`src/rtl/ppm_pkg.sv`:
```
// Shared constants for the PPM demultiplexer.
// Assumes the channel counter is four bits wide, so it saturates at 15.
package ppm_pkg;
    localparam int CNT_W   = 4;
    localparam int CNT_MAX = (1 << CNT_W) - 1;
endpackage

```
`src/rtl/ppm_line_cond.sv`:
```
// Line conditioner: applies the polarity select, synchronises the raw stream
// with two flops, and keeps a level only after two equal consecutive samples.
// Assumes ppm_in is asynchronous to clk and that invert changes only together
// with the line's polarity. Latency is four clocks from ppm_in to level.
module ppm_line_cond (
    input  logic clk,
    input  logic rst_n,
    input  logic ppm_in,
    input  logic invert,
    output logic level,
    output logic rise
);
    logic sync1_q, sync2_q, samp_q, lvl_q, lvl_prev_q;

    // Synchroniser, sample history, filtered level and its delayed copy.
    always_ff @(posedge clk) begin
        if (!rst_n) begin
            sync1_q    <= 1'b0;
            sync2_q    <= 1'b0;
            samp_q     <= 1'b0;
            lvl_q      <= 1'b0;
            lvl_prev_q <= 1'b0;
        end else begin
            sync1_q    <= ppm_in ^ invert;
            sync2_q    <= sync1_q;
            samp_q     <= sync2_q;
            if (sync2_q == samp_q)
                lvl_q  <= sync2_q;
            lvl_prev_q <= lvl_q;
        end
    end

    // Active-going edge of the filtered line.
    always_comb begin
        level = lvl_q;
        rise  = lvl_q & ~lvl_prev_q;
    end

    // The filtered level may only move after two agreeing samples.
    assert_filter_agree_R2: assert property (@(posedge clk) disable iff (!rst_n)
        !$stable(lvl_q) |-> $past(sync2_q == samp_q));
endmodule

```
`src/rtl/ppm_gap_timer.sv`:
```
// Gap timer: counts microsecond ticks while the filtered line is inactive
// and flags a frame gap once SYNC_US ticks have elapsed.
// Assumes us_tick is a single-clock strobe. The count saturates, so each
// gap raises gap_hit only once.
module ppm_gap_timer #(
    parameter int SYNC_US = 3000
) (
    input  logic clk,
    input  logic rst_n,
    input  logic level,
    input  logic us_tick,
    output logic gap_hit
);
    localparam int GAP_W = $clog2(SYNC_US + 1);
    localparam logic [GAP_W-1:0] LIMIT = GAP_W'(SYNC_US);
    localparam logic [GAP_W-1:0] LAST  = GAP_W'(SYNC_US - 1);

    logic [GAP_W-1:0] gap_q;

    // Elapsed inactive time, cleared by the active level, held at the limit.
    always_ff @(posedge clk) begin
        if (!rst_n)
            gap_q <= '0;
        else if (level)
            gap_q <= '0;
        else if (us_tick && gap_q != LIMIT)
            gap_q <= gap_q + 1'b1;
    end

    // Fires on the tick that completes the required gap.
    always_comb gap_hit = !level && us_tick && (gap_q == LAST);

    assert_gap_bound_R4: assert property (@(posedge clk) disable iff (!rst_n)
        gap_q <= LIMIT);
endmodule

```
`src/rtl/ppm_token_steer.sv`:
```
// Token steering: a one-hot token, cleared at each frame gap, that moves one
// output up on every active-going edge. It also keeps a saturating edge count
// that is published at each gap. Assumes gap_hit and rise never coincide:
// gap_hit needs the inactive level and rise needs the active level.
module ppm_token_steer
    import ppm_pkg::*;
#(
    parameter int NUM_OUT = 8
) (
    input  logic               clk,
    input  logic               rst_n,
    input  logic               rise,
    input  logic               gap_hit,
    output logic [NUM_OUT-1:0] token,
    output logic               frame_start,
    output logic [CNT_W-1:0]   chan_count
);
    logic [NUM_OUT-1:0] token_q;
    logic [CNT_W-1:0]   run_q, count_q;
    logic               locked_q, strobe_q;

    // Frame sequencing: reload at the gap, step the token on each edge.
    always_ff @(posedge clk) begin
        if (!rst_n) begin
            token_q  <= '0;
            run_q    <= '0;
            count_q  <= '0;
            locked_q <= 1'b0;
            strobe_q <= 1'b0;
        end else begin
            strobe_q <= gap_hit;
            if (gap_hit) begin
                count_q  <= run_q;
                run_q    <= '0;
                token_q  <= '0;
                locked_q <= 1'b1;
            end else if (rise && locked_q) begin
                if (run_q != CNT_W'(CNT_MAX))
                    run_q <= run_q + 1'b1;
                if (run_q == '0)
                    token_q <= NUM_OUT'(1);
                else
                    token_q <= token_q << 1;
            end
        end
    end

    // Registered state to ports.
    always_comb begin
        token       = token_q;
        frame_start = strobe_q;
        chan_count  = count_q;
    end

    assert_token_onehot_R3: assert property (@(posedge clk) disable iff (!rst_n)
        $onehot0(token_q));
    assert_strobe_single_R4: assert property (@(posedge clk) disable iff (!rst_n)
        strobe_q |=> !strobe_q);
    assert_clear_on_gap_R5: assert property (@(posedge clk) disable iff (!rst_n)
        strobe_q |-> token_q == '0);
    assert_count_step_R9: assert property (@(posedge clk) disable iff (!rst_n)
        (rise && locked_q && !gap_hit && run_q != CNT_W'(CNT_MAX))
        |=> run_q == $past(run_q) + 1'b1);
endmodule

```
`src/rtl/ppm_servo_demux.sv`:
```
// PPM frame servo demultiplexer top: conditions the input line, times frame
// gaps and steers a one-hot token across NUM_OUT servo outputs.
// Assumes us_tick marks microseconds and that NUM_OUT does not exceed 15.
module ppm_servo_demux
    import ppm_pkg::*;
#(
    parameter int NUM_OUT = 8,
    parameter int SYNC_US = 3000
) (
    input  logic               clk,
    input  logic               rst_n,
    input  logic               ppm_in,
    input  logic               invert,
    input  logic               us_tick,
    output logic [NUM_OUT-1:0] servo_out,
    output logic               frame_start,
    output logic [CNT_W-1:0]   chan_count
);
    logic level, rise, gap_hit;

    ppm_line_cond u_cond (
        .clk    (clk),
        .rst_n  (rst_n),
        .ppm_in (ppm_in),
        .invert (invert),
        .level  (level),
        .rise   (rise)
    );

    ppm_gap_timer #(.SYNC_US(SYNC_US)) u_gap (
        .clk     (clk),
        .rst_n   (rst_n),
        .level   (level),
        .us_tick (us_tick),
        .gap_hit (gap_hit)
    );

    ppm_token_steer #(.NUM_OUT(NUM_OUT)) u_steer (
        .clk         (clk),
        .rst_n       (rst_n),
        .rise        (rise),
        .gap_hit     (gap_hit),
        .token       (servo_out),
        .frame_start (frame_start),
        .chan_count  (chan_count)
    );
endmodule

```
`config.mk`:
```
export PLATFORM = sky130hd
export DESIGN_NAME = ppm_servo_demux
export DESIGN_NICKNAME = d
export VERILOG_FILES = /design/src/rtl/ppm_pkg.sv /design/src/rtl/ppm_line_cond.sv /design/src/rtl/ppm_gap_timer.sv /design/src/rtl/ppm_token_steer.sv /design/src/rtl/ppm_servo_demux.sv
export SDC_FILE = /design/constraint.sdc
export NUM_CORES = 1
export LEC_CHECK = 0
export ABC_AREA = 1
export BUFFER_PORTS_ARGS = -buffer_cell sky130_fd_sc_hd__buf_2
export CORE_UTILIZATION = 40
export DETAILED_ROUTE_END_ITERATION = 16
export SLEW_MARGIN = 0
export SYNTH_ARGS = -nofsm -noshare
export SYNTH_HDL_FRONTEND = slang
export SYNTH_SLANG_ARGS = --single-unit
```
`constraint.sdc`:
```
create_clock -name clk -period 3.48 [get_ports clk]
set_clock_uncertainty 0.15 [all_clocks]
set_input_delay 0 -clock clk [delete_from_list [all_inputs] [get_ports clk]]
set_output_delay 0 -clock clk [all_outputs]
set_load 0.02 [all_outputs]
```
Word level (Yosys, flattened, before mapping). Cells that the tools add are included.

Flip-flop bits (word level): 35. Bits in latches: 0. Bits in writable memories: 0. Bits in read-only memories: 0. Input port bits: 5. Output and inout port bits: 13. Word-level logic and storage cells: 31. Memories: 0.

$add $sub $neg: 2. $mul: 0. Divide/modulo/power cells: 0. Order comparisons: 0. Equality and inequality tests: 4. Shift-type cells: 0. Mux-type cells: 1. Bitwise logic cells: 4. Reductions and logical operators: 9.

Operator list (count): $add A12 B1 Y12 const B (1); $eq A12 B12 Y1 const B (1); $ne A12 B12 Y1 const B (1); $mux W8 (1); $add A4 B1 Y4 const B (1); $logic_and A1 B1 Y1 (4); $logic_not A4 Y1 (1); $ne A4 B4 Y1 const B (1); $reduce_or A2 Y1 (2); $not A1 Y1 (2); $reduce_and A2 Y1 (1); $and A1 B1 Y1 (1); $eq A1 B1 Y1 (1); $logic_not A1 Y1 (1); $xor A1 B1 Y1 (1).

Depth between registers and ports, before layout. Gate-level depths: netlist of run 1.

Word-level depth: 4. Gate-level depth with buffers: 9. Depth with buffers taken out: 9.

Modules after synthesis. A second synthesis of run 1 with hierarchy kept.

Cells, all modules: 227. Area total of the unflattened synthesis: 1727.9 µm².

Modules (own cells, without submodules): ppm_token_steer (times used 1, cells an instance 89, area an instance 790.8 µm²); ppm_gap_timer (times used 1, cells an instance 118, area an instance 778.2 µm²); ppm_line_cond (times used 1, cells an instance 20, area an instance 158.9 µm²).

Least setup slack after synthesis of run 1. Ideal clock, no wire load.

Path kind: register to register. Start: reg u_gap.gap_q[1]. End: reg u_steer.token_q[7], in the netlist u_steer.token[7]. Library setup time: 0.117 ns. Arrival time: 1.349 ns. Data required time: 3.213 ns. Slack: 1.864 ns. Cell stages (with the launch flop): 8. Buffers on the path: 1. Cell sequence: dfxtp_1 > ha_1 > nand2_1 > nor3b_4 > nand2_4 > nand2_4 > buf_12 > nor2_2.

Longest elaborated chain between the ends: 3.

RTL lines: from (decl) (line ppm_gap_timer.sv:18) `logic [GAP_W-1:0] gap_q;`; from (signal assigned) (line ppm_gap_timer.sv:27) `gap_q <= gap_q + 1'b1;`; $eq A12 B12 Y1 (line ppm_gap_timer.sv:31) `always_comb gap_hit = !level && us_tick && (gap_q == LAST);`; $logic_and A1 B1 Y1 (line ppm_gap_timer.sv:31); $reduce_or A2 Y1 (no source line); to (signal assigned) (line ppm_token_steer.sv:43) `token_q <= token_q << 1;`; to (decl) (line ppm_token_steer.sv:18) `logic [NUM_OUT-1:0] token_q;`.

Every way passes these cells. A chain may end at the register's enable or synchronous reset.

Worst setup path in the final report of run 1.
Start: in ppm_in. End: reg u_cond.sync1_q.

Longest elaborated chain between the ends: 1.

RTL lines: from (decl) (line ppm_servo_demux.sv:12) `input logic ppm_in,`; $xor A1 B1 Y1 (line ppm_line_cond.sv:24) `sync1_q <= ppm_in ^ invert;`; to (signal assigned) (line ppm_line_cond.sv:24); to (decl) (line ppm_line_cond.sv:13) `logic sync1_q, sync2_q, samp_q, lvl_q, lvl_prev_q;`.

Every way passes these cells.

==> results of run 1 <==
==> worst max-delay path, cell delays in order <==
cell	delay (ns)
dlygate4sd3_1	0.54
buf_2	0.13
xnor2_1	0.11
dlygate4sd3_1	0.56
nor2_1	0.04
dlygate4sd3_1	0.55
==> final timing paths <==
path / startpoint / end / slack, ns / depth (start not counted)
worst max-delay path: ppm_in / u_cond.sync1_q / 1.58 / 6
worst min register to register: u_cond.sync1_q / u_cond.sync2_q / 0.27 / 2
worst min-delay path: u_cond.sync1_q / u_cond.sync2_q / 0.27 / 2
worst max register to register: u_gap.gap_q[1] / u_steer.token[1] / 1.71 / 6
==> per-layer routing <==
layer	global-route usage, %	vias to the layer above	share of wire (%)
met5	0	-	0
li1	-	763	-
met2	26.38	20	46
met1	19.67	653	49
met4	7.713	0	0.97
met3	5.651	2	4.2
==> logic make-up (layout without fill, tap and decap cells) <==
group / Yosys count / in the layout / synth area share, %
AND/OR/NAND/NOR: 123 / 123 / 35.42
flip-flops: 35 / 35 / 41.33
buffers and inverters: 33 / 58 / 8.856
AO/OA/AOI/OAI: 23 / 23 / 7.822
XOR/XNOR: 7 / 7 / 3.616
adder cells (fa/ha/maj): 4 / 4 / 2.952
==> per-stage QoR <==
| step | hold WS [ns] | instances | worst slack (ns) | area (µm²) | power (W) |
|---|---|---|---|---|---|
| after floorplan | -0.01320 | 225 | 1.864 | 1695 | 0.0004404 |
| after global placement | 0.08624 | 287 | 1.706 | 1798 | 0.0004450 |
| after detailed placement | 0.09589 | 287 | 1.709 | 1798 | 0.0004453 |
| after CTS | 0.2793 | 300 | 1.618 | 1948 | 0.0007703 |
| after global routing | 0.3205 | 300 | 1.505 | 1948 | 0.0007924 |
| final | 0.2749 | 300 | 1.585 | 1948 | 0.0007579 |
==> report_power, final <==
group	total [W]	switching [W]	internal (W)
Combinational	0.0000336	0.0000206	0.0000130
Clock	0.000316	0.000136	0.000181
Sequential	0.000408	0.00000335	0.000405
==> cell usage after synthesis <==
| master | count | share of area (%) |
|---|---|---|
| clkinv_1 | 1 | 0.22 |
| xnor2_1 | 2 | 1.0 |
| nor2_1 | 23 | 5.1 |
| nor2_4 | 2 | 1.3 |
| nor3_2 | 1 | 0.59 |
| clkbuf_1 | 1 | 0.22 |
| inv_1 | 27 | 6.0 |
| ha_1 | 4 | 3.0 |
| buf_6 | 1 | 0.66 |
| nand3_1 | 18 | 5.3 |
| nand3_4 | 1 | 1.0 |
| buf_2 | 2 | 0.59 |
| buf_12 | 1 | 1.2 |
| o21ai_0 | 5 | 1.5 |
| nand4_1 | 8 | 3.0 |
| a21oi_1 | 11 | 3.2 |
| nand3b_1 | 1 | 0.44 |
| dfxtp_1 | 35 | 41 |
| nand2_1 | 55 | 12 |
| nand2_2 | 2 | 0.74 |
| nand2_4 | 2 | 1.3 |
| a22oi_1 | 7 | 3.1 |
| xor2_1 | 5 | 2.6 |
| nor3b_4 | 1 | 1.1 |
| nor2_2 | 9 | 3.3 |
==> area by class of cell <==
cell class,count,area [µm²]
Inverter,28,105.1
Fill cell,401,2081
Sequential cell,35,700.7
Multi-Input combinational cell,157,844.6
Timing Repair Buffer,22,135.1
Clock buffer,8,100.1
Tap cell,50,62.56
==> sequential cells by signal, indices dropped and copies added, names as in the netlist <==
register	cells
u_cond.sync2_q	1
u_steer.token	8
u_steer.run_q	4
u_steer.frame_start	1
u_cond.sync1_q	1
u_steer.locked_q	1
u_gap.gap_q	12
u_steer.chan_count	4
u_cond.level	1
u_cond.lvl_prev_q	1
u_cond.samp_q	1
==> flow_metrics.py, run 1 <==
metrics = {
    "pwr": {
        "powerDensity_nw_per_um2": 389.0,
        "power.leakage_nw": 0.8216,
        "peakVddDrop_v": 0.0002013,
    },
    "synth": {
        "yosys_warnings": 0,
        "synth_area_um2": 1695,
        "synthCells": 225,
        "ys_seq_area_share_pct": 41.33,
        "yosys_register_bits": 35,
        "synth_cell_type_count": 25,
        "syn-num-nets": 234,
        "synth_area_per_cell_um2": 7.535,
    },
    "worst_setup_path": {
        "endpoint_kind": "register",
        "required_ns": 3.50,
        "worstSetupPathType": "input pin to register",
        "cp.arrival_ns": 1.91,
        "startpoint_type": "input pin",
        "crit_fanout": 1,
    },
    "global_route": {
        "antenna_found_initial": 0,
        "grt_start_max_net_pins": 15,
        "grt_pass1_vias": 1272,
        "gr-total-overflow": 0,
        "grt_pass1_wl_mm": 5.451,
        "gr-usage-all-layers_pct": 16.51,
    },
    "sta": {
        "post-route-period-util_pct": 54.47,
        "slew_violations": 0,
        "fmax_mhz": 527.6,
        "rsz0062_at_grt": "false",
        "maxSlewHeadroom_pct": 74.47,
        "layout_min_cycle_time_ns": 1.895,
        "max_slew.worst_pin.slew_ns": 0.3808,
        "setup_viol": 0,
        "hold_viol": 0,
        "finalSetupTns_ns": 0,
    },
    "clock_tree": {
        "cts_tree": "yes",
        "clk_pin_slew_ns": 0.07,
        "cts_setup_buffers": 0,
        "clock_sinks": 35,
        "cts_resized": 0,
        "cts_hold_buffers": 5,
        "clockRootBuffer": "clkbuf_8",
        "clockBufferDepth": 2,
        "h-tree-depth": 2,
        "insertion_delay_ns": 0.28,
        "cts_buffers": 5,
    },
    "route": {
        "drt_pass1_iterations": 4,
        "wl_per_cell_um": 10.64,
        "vias_per_cell": 4.793,
        "drtAntennaViolNets": 0,
        "vias": 1438,
        "routed_wl_mm": 3.193,
        "dr.first_iter.drc_count": 47,
        "drc_errors": 0,
    },
    "floorplanning": {
        "rows": 23,
        "ioPinCount": 18,
        "die_w_um": 67.11,
        "die_area_um2": 4503,
        "die_y_um": 67.11,
        "coreArea_um2": 4029,
        "start_util_pct": 42.08,
    },
    "final_layout": {
        "areaGrowthSynthToFinish_pct": 14.91,
        "finalNetCount": 258,
        "diodes": 0,
        "layout_commonest_cell": "nand2_1",
        "drive_above_1_share_pct": 16.80,
        "layout_common_cells": "nand2_1, dfxtp_1, inv_1, nor2_1, nand3_1",
        "utilization_pct": 48.35,
    },
    "run": {
        "max_cap_violations": 0,
    },
    "outcome": {
        "status": "finished clean",
    },
    "placement": {
        "io_buffer_count": 17,
        "place.detailed.hpwl_mm": 2.381,
        "routabilityCongestion": 0.7788,
    },
    "worst_hold_path": {
        "min_path_type": "register to register",
    },
}
(Power assumes the default switching activity.)
==> run 2, diff against run 1 <==
ABC_AREA = 0   (was 1)
clock period = 1.8 ns   (was 3.48 ns; I/O delays follow)
==> flow_metrics.py, run 2 <==
metrics = {
    "pwr": {
        "power.leakage_nw": 0.7303,
        "peakVddDrop_v": 0.0004894,
        "powerDensity_nw_per_um2": 851.1,
    },
    "sta": {
        "hold_viol": 0,
        "rsz0062_at_grt": "true",
        "maxSlewHeadroom_pct": 70.16,
        "slew_violations": 0,
        "fmax_mhz": 560.6,
        "layout_min_cycle_time_ns": 1.784,
        "post-route-period-util_pct": 99.09,
        "max_slew.worst_pin.slew_ns": 0.4477,
        "setup_viol": 0,
        "layout_setup_ws_ns": 0.01633,
    },
    "clock_tree": {
        "insertion_delay_ns": 0.28,
        "clk_pin_slew_ns": 0.07,
        "h-tree-depth": 2,
        "clockRootBuffer": "clkbuf_8",
        "cts_tree": "yes",
        "clockBufferDepth": 2,
        "cts_buffers": 5,
        "clock_sinks": 35,
    },
    "synth": {
        "synth_edf_count": 0,
        "ys.flop_type": "dfxtp_1",
        "synth_area_per_cell_um2": 9.587,
        "syn-num-nets": 163,
        "ys_seq_area_share_pct": 47.46,
        "synth_area_um2": 1476,
        "synth_fa_ha_area_share_pct": 3.390,
        "synth_top_family_by_area": "simple AND/OR/NAND/NOR gates",
        "yosys_warnings": 0,
        "synth_xor_area_share_pct": 6.525,
        "async_flop_share_pct": 0,
        "synth-simple-area-share_pct": 24.75,
        "synth_compound_area_share_pct": 10.34,
        "synth.most_common_cell": "dfxtp_1",
        "synthCells": 154,
        "synth.top_cell.area_share_pct": 47.46,
        "synth_area_leaders": "dfxtp_1, nor2_1, mux2i_1, a22oi_1, xor2_1",
        "yosys_register_bits": 35,
        "yosysTopAreaCell": "dfxtp_1",
        "muxShareOfSynthArea_pct": 4.746,
        "synth_common_cells": "dfxtp_1, nor2_1, nand2_1",
        "synth_cell_type_count": 32,
    },
    "global_route": {
        "use_met3_pct": 6.204,
        "globalRouteMet1Util_pct": 17.47,
        "gr-total-overflow": 0,
        "grt_start_max_net_pins": 18,
        "gr-usage-all-layers_pct": 15.27,
        "grt_pass1_vias": 1113,
        "grt_util_met2_pct": 25.95,
        "antenna_found_initial": 0,
        "grt_pass1_wl_mm": 4.754,
        "top_usage_layer": "met2",
    },
    "final_layout": {
        "layout_commonest_cell": "dfxtp_1",
        "largest_reg_flops": 12,
        "finalNetCount": 192,
        "layout_common_cells": "dfxtp_1, nor2_1, buf_2, nand2_1",
        "design_area_um2": 1805,
        "areaGrowthSynthToFinish_pct": 22.29,
        "drive_above_1_share_pct": 20.65,
        "diodes": 0,
        "fin_cells": 230,
        "utilization_pct": 52.45,
        "regMostFlops": "u_gap.gap_q",
    },
    "floorplanning": {
        "ioPinCount": 18,
        "coreArea_um2": 3442,
        "die_w_um": 62.76,
        "die_area_um2": 3938,
        "die_y_um": 62.76,
        "rows": 21,
        "start_util_pct": 42.89,
    },
    "worst_setup_path": {
        "cp.arrival_ns": 1.84,
        "worstSetupPathType": "register to register",
        "crit_start": "u_gap.gap_q[6]",
        "r2r.worst_path.cells": 4,
        "r2r-start": "u_gap.gap_q[6]",
        "cp-endpoint": "u_steer.chan_count[1]",
        "startpoint_type": "register",
        "rrSetupSlack_ns": 0.02,
        "required_ns": 1.85,
        "crit_fanout": 6,
        "r2r-end": "u_steer.chan_count[1]",
        "endpoint_kind": "register",
    },
    "route": {
        "drt_pass1_iterations": 4,
        "wl_per_cell_um": 11.41,
        "dr.first_iter.drc_count": 27,
        "drtAntennaViolNets": 0,
        "drc_errors": 0,
        "vias_per_cell": 4.943,
        "routed_wl_mm": 2.624,
        "vias": 1137,
    },
    "worst_hold_path": {
        "min_path_type": "register to register",
        "min_from": "u_cond.sync1_q",
    },
    "placement": {
        "io_buffer_count": 17,
        "pre_cts_slack_ns": -0.02625,
        "place.detailed.hpwl_mm": 1.860,
        "dpl-instance-area_um2": 1623,
        "routabilityCongestion": 0.7684,
        "dp.cells": 216,
    },
    "outcome": {
        "status": "finished clean",
    },
    "run": {
        "max_cap_violations": 0,
    },
}
run 2: cell count changes after synthesis, moves of 6 or more:
cell and change:
nand2_1 -42, and2_1 +6, mux2i_1 +7, nor2_2 -9, inv_1 -23, nand3_1 -14
a21oi_1 -7
run 2: how the worst min path moves through the flow:
stage	to	slack, ns	cells past startpoint
finish	u_cond.sync2_q	0.29	1
global route	u_cond.sync2_q	0.31	1
CTS	u_cond.sync2_q	0.29	1
detailed placement	u_cond.sync1_q	0.18	3
global placement	u_cond.sync1_q	0.18	3
floorplan	u_steer.run_q[2]	-0.004	2
run 2: through the flow:
stage                     setup TNS (ns)  hold slack (ns)  power (W)
after global routing             -0.1169           0.3120   0.001616
after global placement                 0           0.1751  0.0008503
after detailed placement        -0.05182           0.1795  0.0008539
final                                  0           0.2872   0.001537
after floorplan                        0        -0.003756  0.0008391
after CTS                       -0.01119           0.2909   0.001567
run 2: critical path, stage by stage (launching register included):
cell and delay [ns]:
dfxtp_2 0.33, or3b_4 0.39, or3_4 0.37, nor2_4 0.22, mux2i_1 0.24
run 2: metal layers:
metal,wire [µm],vias to the layer above
met3,100,4
met2,1273,15
li1,-,587
met1,1216,531
met5,0,-
met4,34,0
run 2: area by class of cell:
cell class,count,area [µm²]
clock buffers,5,68.82
clock inverters,3,43.79
fillers,315,1637
inverters,4,15.01
multi-input cells,110,734.5
flip-flops and latches,35,703.2
well taps,46,57.56
repair buffers,27,182.7
run 2: cell families (layout without fill, tap and decap cells):
group / count (synthesis) / after routing
mux: 7 / 7
compound gates: 19 / 19
fa+ha+maj: 4 / 4
flops: 35 / 35
buf+inv: 9 / 39
xor+xnor: 11 / 11
simple gates: 69 / 69
run 2: power by group:
part           leakage, nW  internal, W   total, W  switching (W)
registers            0.284     0.000783   0.000788     0.00000567
clock network       0.0581     0.000412   0.000688       0.000276
logic                0.388    0.0000301  0.0000605      0.0000304
total                0.730      0.00122    0.00154       0.000312
run 2: what timing repair did:
action                                  4_1_cts  5_1_grt
endpoints found under the hold margin        14        0
buffers inserted                              1        1
resized for setup                             2        0
hold buffers                                  4        0
pin swaps                                     2        1
endpoints found under the setup margin        8        4
